File: config.mk
export PLATFORM = sky130hd
export DESIGN_NAME = pri_intc
export DESIGN_NICKNAME = d
export VERILOG_FILES = /design/src/rtl/pri_intc_pkg.sv /design/src/rtl/pri_intc_sync.sv /design/src/rtl/pri_intc_datapath.sv /design/src/rtl/pri_intc_control.sv /design/src/rtl/pri_intc.sv
export SDC_FILE = /design/constraint.sdc
export NUM_CORES = 1
export LEC_CHECK = 0
export BUFFER_PORTS_ARGS = -buffer_cell sky130_fd_sc_hd__buf_2
export CAP_MARGIN = 20
export CORE_ASPECT_RATIO = 0.5
export CORE_MARGIN = 4
export CORE_UTILIZATION = 59
export CTS_CLUSTER_DIAMETER = 120
export DETAILED_ROUTE_END_ITERATION = 16
export PLACE_DENSITY = 0.94
export SLEW_MARGIN = 30
export SYNTH_ARGS = -nofsm -noshare
export SYNTH_HDL_FRONTEND = slang
export SYNTH_SLANG_ARGS = --single-unit
File: constraint.sdc
create_clock -name clk -period 2.67 [get_ports clk]
set_input_delay 0.267 -clock clk [delete_from_list [all_inputs] [get_ports clk]]
set_output_delay 0.267 -clock clk [all_outputs]
set_load 0.1 [all_outputs]
File: src/rtl/pri_intc_pkg.sv
package pri_intc_pkg;
  localparam int NUM_SRC  = 12;
  localparam int VEC_W    = $clog2(NUM_SRC);
  localparam int N_EXT    = 6;
  localparam int N_INT    = 4;
  localparam int N_NMI    = 2;   // reset request and power-down: never masked
  localparam int CTRL_W   = 5;

  localparam int IDX_RESET = 0;
  localparam int IDX_PDOWN = 1;
  localparam int IDX_INT0  = 8;

  // control register layout
  localparam int CB_GEN    = 0;
  localparam int CB_EDGE0  = 1;
  localparam int CB_PAIREN = 4;

  localparam logic [NUM_SRC-1:0] MASKABLE = {{(NUM_SRC-N_NMI){1'b1}}, {N_NMI{1'b0}}};

  typedef struct packed {
    logic              globalEn;
    logic              pairEn;
    logic [2:0]        edgeSel;   // [0] idx2, [1] idx6, [2] idx7
  } ctrlCfg_t;

  typedef struct packed {
    logic               ackFire;
    logic [NUM_SRC-1:0] ackOneHot;
  } ctlStrobe_t;
endpackage

File: src/rtl/pri_intc_sync.sv
module pri_intc_sync #(
  parameter int WIDTH = 6,
  parameter int STAGES = 2,
  parameter logic RESET_VAL = 1'b1
) (
  input  logic             clk,
  input  logic             rstN,
  input  logic [WIDTH-1:0] dIn,
  output logic [WIDTH-1:0] dOut
);
  logic [WIDTH-1:0] stage [STAGES];

  always_ff @(posedge clk) begin
    if (!rstN) begin
      for (int k = 0; k < STAGES; k++) stage[k] <= {WIDTH{RESET_VAL}};
    end else begin
      stage[0] <= dIn;
      for (int k = 1; k < STAGES; k++) stage[k] <= stage[k-1];
    end
  end

  assign dOut = stage[STAGES-1];
endmodule

File: src/rtl/pri_intc_datapath.sv
module pri_intc_datapath
  import pri_intc_pkg::*;
#(
  parameter int SYNC_STAGES = 2
) (
  input  logic               clk,
  input  logic               rstN,
  input  logic [N_EXT-1:0]   extReqN,
  input  logic [N_INT-1:0]   intPulse,
  input  logic               pwrDownPulse,
  input  logic               resetReq,
  input  logic               regWe,
  input  logic [1:0]         regSel,
  input  logic [NUM_SRC-1:0] regData,
  input  ctlStrobe_t         strobe,
  output logic [NUM_SRC-1:0] eligible,
  output logic [NUM_SRC-1:0] maskReg,
  output ctrlCfg_t           cfg
);
  logic [N_EXT-1:0]   extSync;
  logic [N_EXT-1:0]   extPrev;
  logic [N_EXT-1:0]   extFall;
  logic [NUM_SRC-1:0] latchQ;
  logic [NUM_SRC-1:0] levelAct;
  logic [NUM_SRC-1:0] setVec;
  logic [NUM_SRC-1:0] clrVec;
  logic [NUM_SRC-1:0] pending;
  logic               swForce;
  logic               swClear;

  pri_intc_sync #(.WIDTH(N_EXT), .STAGES(SYNC_STAGES), .RESET_VAL(1'b1)) u_sync (
    .clk(clk), .rstN(rstN), .dIn(extReqN), .dOut(extSync)
  );

  always_ff @(posedge clk) begin
    if (!rstN) extPrev <= '1;
    else       extPrev <= extSync;
  end

  assign extFall = extPrev & ~extSync;

  // configuration registers
  always_ff @(posedge clk) begin
    if (!rstN) begin
      maskReg <= '0;
      cfg     <= '0;
    end else if (regWe) begin
      if (regSel == 2'd0) maskReg <= regData & MASKABLE;
      if (regSel == 2'd1) begin
        cfg.globalEn <= regData[CB_GEN];
        cfg.edgeSel  <= regData[CB_EDGE0 +: 3];
        cfg.pairEn   <= regData[CB_PAIREN];
      end
    end
  end

  assign swForce = regWe && (regSel == 2'd2);
  assign swClear = regWe && (regSel == 2'd3);

  // level-sensitive contributions
  always_comb begin
    levelAct            = '0;
    levelAct[IDX_RESET] = resetReq;
    levelAct[2]         = ~extSync[0] & ~cfg.edgeSel[0];
    levelAct[3]         = ~extSync[1];
    levelAct[4]         = ~extSync[2];
    levelAct[6]         = ~extSync[4] & ~cfg.edgeSel[1] & cfg.pairEn;
    levelAct[7]         = ~extSync[5] & ~cfg.edgeSel[2] & cfg.pairEn;
  end

  // edge / pulse events that set a latch
  always_comb begin
    setVec            = '0;
    setVec[IDX_PDOWN] = pwrDownPulse;
    setVec[2]         = extFall[0] & cfg.edgeSel[0];
    setVec[5]         = extFall[3];
    setVec[6]         = extFall[4] & cfg.edgeSel[1] & cfg.pairEn;
    setVec[7]         = extFall[5] & cfg.edgeSel[2] & cfg.pairEn;
    for (int k = 0; k < N_INT; k++) setVec[IDX_INT0 + k] = intPulse[k];
    if (swForce) setVec = setVec | (regData & MASKABLE);
  end

  always_comb begin
    clrVec = strobe.ackFire ? strobe.ackOneHot : '0;
    if (swClear) clrVec = clrVec | (regData & MASKABLE);
  end

  // new events win over a clear in the same cycle
  always_ff @(posedge clk) begin
    if (!rstN) latchQ <= '0;
    else       latchQ <= ((latchQ & ~clrVec) | setVec) & ~NUM_SRC'(1 << IDX_RESET);
  end

  assign pending = latchQ | levelAct;

  for (genvar g = 0; g < NUM_SRC; g++) begin : g_gate
    if (g < N_NMI) begin : g_nmi
      assign eligible[g] = pending[g];
    end else begin : g_mask
      assign eligible[g] = pending[g] & maskReg[g] & cfg.globalEn;
    end
  end
endmodule

File: src/rtl/pri_intc_control.sv
module pri_intc_control
  import pri_intc_pkg::*;
(
  input  logic [NUM_SRC-1:0] eligible,
  input  logic               irqAck,
  output logic               irqReq,
  output logic [VEC_W-1:0]   irqVector,
  output ctlStrobe_t         strobe
);
  logic [VEC_W-1:0] winner;

  // scan from the top so the lowest index is written last and wins
  always_comb begin
    winner = '0;
    for (int i = NUM_SRC - 1; i >= 0; i--) begin
      if (eligible[i]) winner = VEC_W'(i);
    end
  end

  assign irqReq    = |eligible;
  assign irqVector = winner;

  always_comb begin
    strobe.ackFire   = irqAck & irqReq;
    strobe.ackOneHot = strobe.ackFire ? (NUM_SRC'(1) << winner) : '0;
  end
endmodule

File: src/rtl/pri_intc.sv
module pri_intc
  import pri_intc_pkg::*;
#(
  parameter int SYNC_STAGES = 2
) (
  input  logic         clk,
  input  logic         rstN,
  input  logic [5:0]   extReqN,
  input  logic [3:0]   intPulse,
  input  logic         pwrDownPulse,
  input  logic         resetReq,
  input  logic         regWe,
  input  logic [1:0]   regSel,
  input  logic [11:0]  regData,
  input  logic         irqAck,
  output logic         irqReq,
  output logic [3:0]   irqVector
);
  logic [NUM_SRC-1:0] eligible;
  logic [NUM_SRC-1:0] maskReg;
  ctrlCfg_t           cfg;
  ctlStrobe_t         strobe;

  pri_intc_datapath #(.SYNC_STAGES(SYNC_STAGES)) u_dp (
    .clk(clk), .rstN(rstN), .extReqN(extReqN), .intPulse(intPulse),
    .pwrDownPulse(pwrDownPulse), .resetReq(resetReq), .regWe(regWe),
    .regSel(regSel), .regData(regData), .strobe(strobe),
    .eligible(eligible), .maskReg(maskReg), .cfg(cfg)
  );

  pri_intc_control u_ctl (
    .eligible(eligible), .irqAck(irqAck), .irqReq(irqReq),
    .irqVector(irqVector), .strobe(strobe)
  );
endmodule

Word level (Yosys, flattened, before mapping)
Memories as Yosys holds them, arrays and structs flattened.
Index checks and enable logic that the tools add are counted.
- register bits after elaboration: 33
- memory bits (writable): 12
- memories kept: 1
- eq/ne operators: 3
- muxes and demuxes: 19
- reduce and logical (&&, ||, !) cells: 6
- shift-type cells: 1
- bitwise gates (word level): 49
- memories (memory ; depth ; bits a word ; rd ports ; clocked after memory_dff ; write ports ; RTL line ; source):
    u_dp.u_sync.stage ; 2 ; 6 ; 2 ; 0 ; 2 ; pri_intc_sync.sv:11 ; logic [WIDTH-1:0] stage [STAGES];
- operators by type and width (operator ; count):
    $mux 4 ; 12
    $mux 12 ; 3
    $or 12x12->12 ; 3
    $and 1x1->1 ; 31
    $and 12x12->12 ; 1
    $mux 6 ; 2
    $not 12->12 ; 1
    $or 12x8->12 ; 1
    $reduce_or 12->1 ; 1
    $shl 1x4->12 const A ; 1
    $not 1->1 ; 8
    $and 6x6->6 ; 1
    $not 6->6 ; 1
    $eq 2x2->1 const B ; 2
    $reduce_and 2->1 ; 2
    $eq 2x1->1 const B ; 1
    $logic_and 1x1->1 ; 2
    $logic_not 2->1 ; 1
    $mux 1 ; 2
    $or 1x1->1 ; 2

Depth between registers and ports, before layout
Gate-level depths: netlist of run 1.
An unclocked memory read counts as a cell.
- word-level depth: 26
- depth in mapped cells: 6
- mapped depth without buffers: 5

Modules after synthesis
From an unflattened synthesis of run 1, not the netlist that was laid out.
- cells, all modules: 225
- area, all modules: 2052.0 um^2
- by module, submodules not included (module ; seq. area each (um^2) ; times used ; area each (um^2) ; cells each):
    pri_intc_datapath ; 600.6 ; 1 ; 1387.6 ; 154
    pri_intc_sync ; 240.2 ; 1 ; 384.1 ; 31
    pri_intc_control ; 0.0 ; 1 ; 280.3 ; 40

Worst setup path before layout of run 1
OpenSTA, ideal clock, no wires.
- path type: flip-flop to output port
- from: register, netlist name u_dp.cfg[4]
- to: output port irqVector[3]
- path slack: -1.588 ns
- stages on the path, launching flop included: 5
- data required time: 2.403 ns
- arrival: 3.991 ns
- path through: dfxtp_1 buf_6 a21boi_0 nor2_1 nor4b_1
- longest elaborated chain between the ends: 13
- elaborated cells on any way between the ends: 22
- classes of those cells: mux: 12; bitwise: 10
- ends and longest elaborated chain (element ; RTL line ; source):
    $and 1x1->1 ; pri_intc_datapath.sv:100 ; assign eligible[g] = pending[g] & maskReg[g] & cfg.globalEn;
    $mux 4 (9 in series) ; pri_intc_control.sv:16 ; if (eligible[i]) winner = VEC_W'(i);
    $mux 4 (*) (3 in series) ; pri_intc_control.sv:16 ;
    end, declared ; pri_intc.sv:17 ; output logic [3:0] irqVector
Mark *: on every way between the ends. The rest lies on a longest branch, timed or not.

Worst setup path after layout of run 1
- from: register, netlist name u_dp.cfg[4]
- to: output port irqVector[0]
- longest elaborated chain between the ends: 13
- elaborated cells on any way between the ends: 22
- classes of those cells: mux: 12; bitwise: 10
- ends and longest elaborated chain (element ; RTL line):
    $and 1x1->1 ; pri_intc_datapath.sv:100
    $mux 4 (9 in series) ; pri_intc_control.sv:16
    $mux 4 (*) (3 in series) ; pri_intc_control.sv:16
Marked as above.

==> results by stage, run 1 <==
Min path:
- The worst hold path begins at extReqN[0].
- The number of instances on the worst hold path is 2.
- The worst min-delay path category is in -> reg.
- The hold path endpoint is u_dp.u_sync.stage[0][0]$_SDFF_PN1_.

Setup path:
- The worst setup path is captured at an output port.
- In this run the worst path has a maximum fanout of 13.
- The type of the worst setup path is reg -> out.
- The register-to-register setup slack is 750 ps.
- The worst setup path is launched from a flop.
- STA puts the critical path data arrival time at between 2000 and 2500 ps.
- The worst register-to-register path ends at u_dp.latchQ[10]$_SDFF_PN0_.
- For the worst flop-to-flop path, the logic depth is 5.
- STA puts the critical path data required time at 2400 ps.
- The launching instance or port of the critical path is u_dp.cfg[4]$_SDFFE_PN0P_.
- The startpoint of the most critical register-to-register path is u_dp.cfg[4]$_SDFFE_PN0P_.

Timing:
- The number of failing hold endpoints at the final stage is 0.
- The largest clock skew in the final design is 1.80 ps.
- The minimum clock period is roughly 2500 ps.
- The tightest hold margin is about 150 ps.
- At the pin with the least slew margin, the transition time is between 600 and 700 ps.
- In the finished design, the share of the clock period the worst path needs comes to 0.932.
- The number of max-slew violations in the final report is 0.
- The number of endpoints failing setup at the final stage is 0.
- Based on the critical path, the design can be clocked at up to between 400 and 500 MHz.
- Headroom to the max-slew limit came out at 0.570.
- Setup repair after global routing left no endpoint under its margin.
- The setup TNS after final layout is 0 ps.

Cells and area:
- The filler cells instantiated in the layout total 233.
- Relative to the synthesized area, the layout overhead comes to 16.2%.
- The ratio of cells with drive above 1 in the final layout is 0.217.
- The final cell count without fillers is around 280.
- The post-route standard cell area excluding fillers is 2260 um^2.
- The number of nets in the layout is ~270.
- The number of antenna diodes in the final layout is 0.

Yosys:
- The mean instance size in the synthesized netlist is approximately 9.3 um^2.
- The cell area that synthesis handed to floorplanning was 1940 um^2.
- Synthesis produced a netlist with a net count of 238.
- Synthesis inferred 42 register bits.
- The share of the Yosys chip area taken by registers is 0.432.
- The number of different library cells used by synthesis comes to between 40 and 50.
- The total of warnings raised by yosys is 0.
- Synthesis produced 208 cells.

Outcome:
- The flow ran to the end, and the final reports show no timing, DRC or antenna violations.

Die:
- The die covers 4330 um^2.
- For this configuration, the core starts out at a cell density of 0.631.
- The width of the chip is 89.2 um.
- The floorplan has 14 rows.
- The core box area is 3080 um^2.
- 35 I/O pins were placed.
- The height of the die is a little under 50 um.

Placement:
- In this run the tool buffered the top-level ports with 34 buffer cells.
- In this run the cell area measured after placement is 2170 um^2.
- In this run, placement finished with an instance count of 276.
- The final weighted congestion in routability-driven placement is around 0.90.
- Detailed placement ended at an HPWL of 3.25 mm.

Clocking:
- Clock-pin slew was measured on the worst setup and hold paths at 80 ps.
- The post-cts resize count is 0.
- The post-cts hold buffer count is 0.
- The TritonCTS clock tree is done.
- Clock tree synthesis selected as its root buffer the cell sky130_fd_sc_hd__clkbuf_8.
- The clock net in this run drives a total of 42 sinks.
- The maximum count of clock buffers along a single path is 2.
- Post-CTS timing repair inserted 0 buffers for setup.
- CTS built an H-tree with a depth of 2.
- At the later pin of the worst-skew pair, clock insertion delay measures 290 ps.
- The number of buffers created by CTS is 5.

Flow run:
- Max-cap violations in this run came to 0.

Route:
- After detailed routing, the total wire length is 4.36 mm.
- Summing over every cut layer, the via total after detailed routing is 1669.
- In the final routed layout, each cell accounts on average for 15.4 um.
- The remaining routing DRC violations is 0.
- Dividing the detail-routed via count by the number of cells gives 5.88.
- The post-detailed-route count of antenna-violating nets is 0.
- For this block, the initial DRC count from the detailed router was around 120.
- The number of detailed-routing iterations run before antenna repair is 5.

Global route:
- The first-pass GRT wire length is 7.16 mm.
- Summed over all layers, the global routing overflow is 0.
- In the global route stage, met2 resource usage came out at 0.315.
- For this run, global-route usage on met1 was measured as 0.296.
- For this run, the total global-route usage over all layers was measured as 0.212.
- The via count of the first global-routing pass is 1487.
- The global routing met3 resource utilization is 0.0610.
- Entering global routing, the biggest net connects 43 pins.
- The most crowded layer after global routing is met2.
- The number of antenna violations at the first check in global routing is 0.

Power and ir drop:
- After layout, the design draws a total of about 1.2 mW.
- The power per unit of standard cell area is 540 nW/um^2.
- The leakage component of the power is 0.879 nW.
- IR analysis of the VDD net gives a maximum drop of 0.358 mV.
## placed cells by master (no fill, tap or decap), types with 3 or more instances in the layout
cell	n
sky130_fd_sc_hd__a21boi_0	10
sky130_fd_sc_hd__a21oi_1	6
sky130_fd_sc_hd__a31oi_1	4
sky130_fd_sc_hd__buf_2	34
sky130_fd_sc_hd__clkbuf_8	5
sky130_fd_sc_hd__dfxtp_1	42
sky130_fd_sc_hd__inv_1	3
sky130_fd_sc_hd__mux2i_1	15
sky130_fd_sc_hd__nand2_1	22
sky130_fd_sc_hd__nand2b_1	16
sky130_fd_sc_hd__nand3_1	4
sky130_fd_sc_hd__nor2_1	9
sky130_fd_sc_hd__nor2b_1	19
sky130_fd_sc_hd__nor3_1	3
sky130_fd_sc_hd__o211ai_1	3
sky130_fd_sc_hd__o21a_1	6
sky130_fd_sc_hd__o21ai_0	3
## worst max-delay path, stage by stage (launching register included)
cell,delay [ps]
sky130_fd_sc_hd__dfxtp_1,600
sky130_fd_sc_hd__o211ai_1,230
sky130_fd_sc_hd__o21a_1,190
sky130_fd_sc_hd__o32ai_4,410
sky130_fd_sc_hd__buf_2,500
## cell type report
type | instances | area, um^2 | area share
clock buffers | 6 | 72.6 | 0.0321
clock inverters | 2 | 13.8 | 0.00609
inverters | 3 | 11.3 | 0.00499
multi-input cells | 155 | 1080 | 0.480
flip-flops and latches | 42 | 841 | 0.372
well taps | 40 | 50.0 | 0.0222
repair buffers | 36 | 185 | 0.0820
## where the power goes
group          total (mW)  internal, mW  switching, mW
combinational       0.144        0.0633         0.0811
sequential          0.671         0.653         0.0177
clock               0.403         0.184          0.219
total                1.22         0.901          0.318
## cell usage after synthesis
cell,instances,area [um^2]
sky130_fd_sc_hd__a21boi_0,10,75.1
sky130_fd_sc_hd__a21o_1,2,15.0
sky130_fd_sc_hd__a21oi_1,6,30.0
sky130_fd_sc_hd__a221o_1,1,10.0
sky130_fd_sc_hd__a22o_1,2,17.5
sky130_fd_sc_hd__a22oi_1,1,7.51
sky130_fd_sc_hd__a31oi_1,4,25.0
sky130_fd_sc_hd__a32o_1,2,20.0
sky130_fd_sc_hd__a32oi_1,2,17.5
sky130_fd_sc_hd__a41oi_1,1,8.76
sky130_fd_sc_hd__and2_4,1,8.76
sky130_fd_sc_hd__and2b_1,1,7.51
sky130_fd_sc_hd__and3_1,2,12.5
sky130_fd_sc_hd__buf_2,1,5.00
sky130_fd_sc_hd__buf_6,1,11.3
sky130_fd_sc_hd__clkbuf_1,6,22.5
sky130_fd_sc_hd__dfxtp_1,42,841
sky130_fd_sc_hd__inv_1,3,11.3
sky130_fd_sc_hd__mux2i_1,15,150
sky130_fd_sc_hd__nand2_1,22,82.6
sky130_fd_sc_hd__nand2b_1,16,100
sky130_fd_sc_hd__nand3_1,4,20.0
sky130_fd_sc_hd__nand3_4,1,17.5
sky130_fd_sc_hd__nand3b_1,1,7.51
sky130_fd_sc_hd__nor2_1,9,33.8
sky130_fd_sc_hd__nor2b_1,19,119
sky130_fd_sc_hd__nor2b_2,1,8.76
sky130_fd_sc_hd__nor3_1,3,15.0
sky130_fd_sc_hd__nor3b_1,3,22.5
sky130_fd_sc_hd__nor4_1,1,6.26
sky130_fd_sc_hd__nor4b_1,1,8.76
sky130_fd_sc_hd__o211ai_1,3,22.5
sky130_fd_sc_hd__o21a_1,6,45.0
sky130_fd_sc_hd__o21ai_0,4,20.0
sky130_fd_sc_hd__o21ai_4,1,16.3
sky130_fd_sc_hd__o21bai_1,2,15.0
sky130_fd_sc_hd__o22ai_1,1,6.26
sky130_fd_sc_hd__o2bb2ai_2,1,15.0
sky130_fd_sc_hd__o31a_2,1,10.0
sky130_fd_sc_hd__o32ai_2,1,16.3
sky130_fd_sc_hd__o41a_1,2,22.5
sky130_fd_sc_hd__or2_0,1,6.26
sky130_fd_sc_hd__or3_4,1,11.3
## how the worst max path moves through the flow
stage | end
after floorplan | irqVector[2]
after global placement | irqVector[2]
after detailed placement | irqVector[2]
after CTS | irqVector[2]
after global routing | irqVector[0]
final | irqVector[0]
## logic make-up after synthesis
family,share of synthesized area
AO/OA/AOI/OAI,0.214
buffers and inverters,0.0257
flip-flops,0.432
multiplexers,0.0772
AND/OR/NAND/NOR,0.251
## flip-flops by register name, summed over array words and instances, names as in the netlist
signal / count
u_dp.cfg: 5
u_dp.extPrev: 4
u_dp.latchQ: 11
u_dp.maskReg: 10
u_dp.u_sync.stage: 12
## through the flow
stage,setup WS (ps),utilization
after floorplan,-94.5,-
after global placement,565,0.705
after detailed placement,513,0.705
after CTS,178,0.733
after global routing,34.0,0.733
final,181,0.733
## routing by layer
metal / vias up / wire, um
met5: - / 0
met3: 6 / 340
met1: 788 / 2010
met4: 0 / 51
li1: 808 / -
met2: 67 / 1960
Power figures use the tool's default switching activity.
==> run 2: changes to the inputs <==
Settings changed: RECOVER_POWER set to 25.
==> run 2 against run 1 <==
The run now ends with capacitance limit, slew limit left; non-clock buffer count unchanged; highest routed layer unchanged; routed wire length about the same; clock skew about the same; fmax fell by 0.27%; global-route usage is the same; clock power hardly changed; register-to-register slack barely moved; combinational power about the same; core utilization about the same; setup slack got worse by 6.7 ps; sequential share of layout area hardly changed.
==> results by stage, run 2 (same netlist as run 1, synthesis figures left out) <==
Global route:
- The number of antenna violations at the first check in global routing is 0.
- After global routing the overflow that remains totals 0.
- The first global-routing pass estimated 7.16 mm of wire.
- The maximum number of pins on one net before global-route repair is 43.
- The via count of the first global-routing pass is 1487.
- For this run, the total global-route usage over all layers was measured as 0.212.

Die:
- In this run the horizontal extent of the chip is 89.2 um.
- The die outline area is 4330 um^2.
- Row generation in the floorplan step produced 14 rows.
- The initial utilization of the core area, before any placement, comes to 0.631.
- The height of the die is 48.6 um.
- The core box area is 3080 um^2.
- 35 I/O pins were placed.

Min path:
- The path class of the tightest hold or removal check is in -> reg.

Setup path:
- Data on the critical path is required at its endpoint by roughly 2400 ps.
- STA classifies the critical path endpoint as an output port.
- The slowest cell on the critical path is sky130_fd_sc_hd__buf_2.
- In this run the worst path has a maximum fanout of 13.
- The worst stage delay on the critical path is 460 ps.
- The type of element launching the critical path is a flop.
- Traced cell by cell, the critical path runs through and2_4, o2bb2ai_2, nor3_1, nor4b_4, buf_2.
- The worst path arrival time is about 2200 ps.
- The critical path in this run is classified as reg -> out.

Route:
- The number of DRC markers after the initial detailed-route iteration is 115.
- The count of vias placed by the detailed router is roughly 1.7k.
- The routed wire length is 4.36 mm.
- The number of detailed-routing iterations run before antenna repair is 5.
- In the routed layout, each cell is associated on average with a via count of slightly below 6.
- The remaining routing DRC violations is 0.
- The per-cell routed wire length is 15.4 um.
- The post-detailed-route count of antenna-violating nets is 0.

Outcome:
- The run finished, with violations left.
- The final reports fail on capacitance limit, slew limit.

Power and ir drop:
- For this design the ratio of total power to cell area is 540 nW/um^2.
- Cell internal power was estimated by the tool at 0.901 mW.
- The net switching component of the power is 0.317 mW.
- The leakage component of the power is 0.876 nW.
- The fraction of power consumed by sequential logic is 0.551.
- Of the total power, the share spent switching nets is 0.260.
- The worst-case IR drop observed on VDD is 0.359 mV.
- Of the total power, the clock network draws 0.330.
- The fraction of power consumed by combinational cells is 0.119.

Timing:
- The pin slew with the least headroom to its limit is 1560 ps.
- After layout, the worst setup slack is ~170 ps.
- Setup repair after global routing left no endpoint under its margin.
- Setup violations remaining at the end of the flow were counted as 0.
- The largest clock skew in the final design is 1.57 ps.
- The fraction of the cycle the final worst path needs is 0.935.
- The number of failing hold endpoints at the final stage is 0.
- The minimum clock period is about 2500 ps.
- Derived from the worst setup path, the maximum achievable clock frequency is between 400 and 500 MHz.
- The number of max-slew violations in the final report is 43.
- After routing, the total negative slack on setup checks comes to 0 ps.
- In this run the tightest slew margin relative to its limit is -0.0374.

Cells and area:
- The antenna diode count is 0.
- In the final layout, the registers with the most flip-flops are u_dp.u_sync.stage: 12 flops, u_dp.latchQ: 11 flops, u_dp.maskReg: 10 flops.
- The commonest non-fill, non-tap cell in the layout is sky130_fd_sc_hd__dfxtp_1.
- The number of nets in the layout is 273.
- Counting flops per register, the top entry is u_dp.u_sync.stage.
- In the layout the commonest cells are 42 x sky130_fd_sc_hd__dfxtp_1, 33 x sky130_fd_sc_hd__buf_2, 22 x sky130_fd_sc_hd__nand2_1, 19 x sky130_fd_sc_hd__nor2b_1, 16 x sky130_fd_sc_hd__nand2b_1.
- The register with the most flip-flops in the layout has 12 of them.
- The layout has 234 filler cells.
- The layout overhead on the synthesized area is 16.1%.
- The area of combinational cells with multiple inputs is 1080 um^2.
- The sequential cell area in the final layout is 841 um^2.
- Of the cells placed in the final design, the portion with a size suffix greater than 1 is 0.213.

Clocking:
- The clock tree synthesis step divided the H-tree into 2 levels.
- Clock-pin slew was measured on the worst setup and hold paths at 80 ps.
- TritonCTS built the clock tree.
- Buffers added to address setup during post-CTS repair amount to 0.
- The later pin in the worst-skew pair is clocked with a latency of 290 ps.
- The cell chosen for the clock root is sky130_fd_sc_hd__clkbuf_8.
- Clock tree synthesis inserted a total of 5 buffers.
- The number of sinks on the clock net is 42.
- The maximum count of clock buffers along a single path is 2.

Placement:
- At the end of routability-driven placement, the weighted congestion stood at around 0.9.
- The count of buffers added on input and output ports is 34.
- The worst setup slack before clock tree synthesis is 513 ps.
- Detailed placement finished with a half-perimeter wire length of 3.25 mm.

Flow run:
- The count of max-cap constraint violations is 1.
## run 2: cell count changes in the layout (fill, tap and decap cells not counted), sizes merged
cell    change
clkbuf      +1
buf         -1
## run 2: through the flow
stage                     hold WS, ps  cells   util  instance area (um^2)  total power [mW]
after CTS                         138    284  0.733                  2260              1.23
after global routing              136    284  0.732                  2260              1.27
after detailed placement          392    276  0.705                  2170             0.828
after floorplan                   368    208      -                  1970             0.777
after global placement            389    276  0.705                  2170             0.823
final                             145    284  0.732                  2260              1.22
## run 2: layer usage
metal	up-vias	global-route usage	part of all wire
met5	-	0	0
met1	788	0.296	0.47
met3	6	0.0610	0.073
li1	810	-	-
met2	69	0.315	0.45
met4	0	0.0619	0.012
## run 2: area by class of cell
class                      instances  share of cell area
sequential                        42               0.373
multi-input combinational        155               0.481
clock buffer                       6              0.0322
clock inverter                     2             0.00610
tap                               40              0.0222
inverter                           3             0.00499
timing repair buffer              36              0.0815
## run 2: path summary, 6_finish.rpt
check	from	endpoint	slack [ps]	cells past startpoint
min	extReqN[0]	u_dp.u_sync.stage[0][0]$_SDFF_PN1_	150	2
max	u_dp.cfg[4]$_SDFFE_PN0P_	irqVector[3]	170	5
max reg2reg	u_dp.cfg[4]$_SDFFE_PN0P_	u_dp.latchQ[10]$_SDFF_PN0_	750	5
min reg2reg	u_dp.u_sync.stage[0][3]$_SDFF_PN1_	u_dp.u_sync.stage[0][9]$_SDFF_PN1_	410	1
## run 2: repair_timing
item                                    in CTS  in global routing
resized for setup                            0                  1
hold buffers                                 0                  0
endpoints found under the setup margin       0                  2
## run 2: worst max-delay path, delay by kind of cell (launching register included)
family                 cells  cell delay [ps]
AOI/OAI and AO/OA          1              160
and+or+nand+nor            3              860
DFF                        1              450
buffers and inverters      1              460
## run 2: power by group through the flow
stage | Clock, mW | Sequential (mW) | Combinational [mW]
floorplan | 0 | 0.679 | 0.0972
detailed placement | 0 | 0.685 | 0.143
global placement | 0 | 0.684 | 0.139
global route | 0.440 | 0.675 | 0.157
finish | 0.402 | 0.671 | 0.145
CTS | 0.415 | 0.671 | 0.144
==> run 3: changes to the inputs <==
Settings changed: GPL_TIMING_DRIVEN set to 0.
==> run 3 against run 2 <==
The run now ends clean; total power is 2.3% higher; worst hold slack worse by 1.1 ps; register-to-register slack better by 70 ps; final cell count is 2.1% higher; sequential power hardly changed; first-iteration DRC count is 6.1% lower; combinational power is 4% higher; critical path type unchanged.
==> results by stage, run 3 (same netlist as run 1, synthesis figures left out) <==
Outcome:
- The run finished with clean final reports.

Timing:
- Setup slack on the critical path of the routed design comes to ~180 ps.
- The clock arrives with 5.66 ps of skew.
- For the pin with the worst max-slew slack, the measured transition is about 580 ps.
- The minimum clock period is 2490 ps.
- The number of failing hold endpoints at the final stage came to 0.
- The number of max-slew violations in the final report is 0.
- Of the available clock period, the critical path in the final layout requires 0.934.
- The maximum clock frequency is 401 MHz.
- Setup violations remaining at the end of the flow were counted as 0.
- The worst pin sits at a relative slew slack of 0.612.
- Setup repair after global routing left no endpoint under its margin.

Cells and area:
- The number of flip-flops under the largest register name is 12.
- The final cell count without fillers is slightly below 300.
- The post-route standard cell area excluding fillers is about 2300 um^2.
- The library cells used most frequently in the layout, excluding fill and tap cells, are 42 x sky130_fd_sc_hd__dfxtp_1, 34 x sky130_fd_sc_hd__buf_2, 22 x sky130_fd_sc_hd__nand2_1, 19 x sky130_fd_sc_hd__nor2b_1, 16 x sky130_fd_sc_hd__nand2b_1.
- After filler insertion, the fill cell instance count of the layout stands at around 210.
- Ranked by flip-flop count, first place goes to u_dp.u_sync.stage.
- The number of nets in the layout is 279.
- The largest registers in the layout are u_dp.u_sync.stage: 12 flops, u_dp.latchQ: 11 flops, u_dp.maskReg: 10 flops.
- In the final layout, the share of cells above drive strength 1 is 0.208.
- The share of the core filled with cells in the final layout is 0.741.
- The layout overhead on the synthesized area is 17.5%.
- The number of antenna diodes in the final layout is 0.
- The library cell used most frequently in the layout, excluding fill and tap cells, is sky130_fd_sc_hd__dfxtp_1.

Die:
- The die is 89.2 um wide.
- The initialized floorplan defines 14 standard-cell rows.
- Measured along the y axis, the die boundary spans 48.6 um.
- For this configuration, the core starts out at a cell density of 0.631.
- The core box area is 3080 um^2.
- The die outline area is 4330 um^2.
- 35 I/O pins were placed.

Power and ir drop:
- The analysis attributes to cell leakage a power of 0.884 nW.
- The power per unit of standard cell area is 546 nW/um^2.
- Total power for the finished layout comes to 1.25 mW.
- The worst vdd rail ir drop is 0.509 mV.

Clocking:
- Post-CTS timing repair inserted 0 buffers for setup.
- The clock slew seen by the registers of the worst setup and hold paths is 80 ps.
- The number of buffers created by CTS is 5.
- The H-tree depth is 2.
- The TritonCTS clock tree is done.
- The maximum count of clock buffers along a single path is 2.
- The clock latency of the later-clocked register in the worst-skew pair is 290 ps.
- CTS saw 42 sinks.
- The root buffer cell chosen for the clock tree is sky130_fd_sc_hd__clkbuf_8.

Route:
- The per-cell routed wire length is 16.2 um.
- Wires add up to around 4.7 mm.
- The first routing iteration left 108 violations.
- The remaining routing DRC violations is 0.
- After detailed routing, the number of vias per cell comes to 5.88.
- The post-detailed-route count of antenna-violating nets is 0.
- The routed layout has 1704 vias.
- The number of detailed-routing iterations run before antenna repair is 4.

Global route:
- The total overflow left after global routing is 0.
- The via count of the first global-routing pass came to between 1.5k and 2k.
- For this run, the total global-route usage over all layers was measured as 0.233.
- The first global-routing pass estimated 7.81 mm of wire.
- The maximum number of pins on one net before global-route repair is 14.
- The number of antenna violations at the first check in global routing was 0.

Placement:
- The cell count after placement is ~280.
- The worst setup slack before clock tree synthesis is 420 ps.
- After detailed placement, the total cell area comes to around 2200 um^2.
- Buffers placed on the I/O ports in this run total 34.
- The detailed-placement wirelength estimate is 3.41 mm.
- At the end of routability-driven placement, the weighted congestion stood at 0.859.

Flow run:
- Max-cap violations in this run came to 0.

Setup path:
- For the worst setup path, the data arrival time is 2230 ps.
- The type of the worst setup path is reg -> out.
- At the worst endpoint, the required time is 2400 ps.
- Across all register-to-register paths, the minimum setup slack is 820 ps.
- The endpoint type of the worst setup path is an output port.
- STA classifies the critical path startpoint as a flop.
- The biggest fanout along the worst timing path is 7.

Min path:
- The tightest min-delay check is of the in -> reg type.
run 3: worst max-delay path: stages, from the launching register on:
cell,delay (ps)
sky130_fd_sc_hd__dfxtp_1,420
sky130_fd_sc_hd__nor3b_1,240
sky130_fd_sc_hd__o211ai_1,160
sky130_fd_sc_hd__o21a_1,180
sky130_fd_sc_hd__o32ai_4,420
sky130_fd_sc_hd__buf_2,510
run 3: repair_timing:
item | in CTS | in global routing
gates resized for setup | 0 | 1
endpoints found under the setup margin | 0 | 2
hold buffers | 0 | 0
run 3: path summary, 6_finish.rpt:
| kind | end | start | cells past startpoint |
|---|---|---|---|
| worst max-delay path | irqVector[0] | u_dp.cfg[3]$_SDFFE_PN0P_ | 5 |
| worst min-delay path | u_dp.u_sync.stage[0][3]$_SDFF_PN1_ | extReqN[3] | 2 |
| worst max register to register | u_dp.latchQ[10]$_SDFF_PN0_ | u_dp.cfg[4]$_SDFFE_PN0P_ | 6 |
| worst min register to register | u_dp.u_sync.stage[0][9]$_SDFF_PN1_ | u_dp.u_sync.stage[0][3]$_SDFF_PN1_ | 1 |
run 3: layer usage:
metal | GRT usage | up-vias | share of wire
li1 | - | 823 | -
met1 | 0.310 | 788 | 0.45
met2 | 0.364 | 83 | 0.45
met3 | 0.0593 | 10 | 0.084
met4 | 0.0817 | 0 | 0.014
met5 | 0 | - | 0
run 3: power by group:
group          switching [mW]  internal (mW)
Sequential             0.0172          0.653
Combinational          0.0868         0.0643
Clock                   0.217          0.208
Total                   0.321          0.925
run 3: final cells by class:
cell class	count	area (um^2)	share of cell area
Buffer	8	38.8	0.0170
Clock buffer	6	82.6	0.0361
Clock inverter	2	12.5	0.00548
Inverter	3	11.3	0.00493
Multi-Input combinational cell	155	1080	0.473
Sequential cell	42	841	0.368
Tap cell	40	50.0	0.0219
Timing Repair Buffer	34	169	0.0739
run 3: stage by stage:
step	setup TNS [ps]	hold slack (ps)
after detailed placement	0	396
after CTS	0	140
after floorplan	-94.5	368
after global routing	0	143
final	0	144
after global placement	0	388
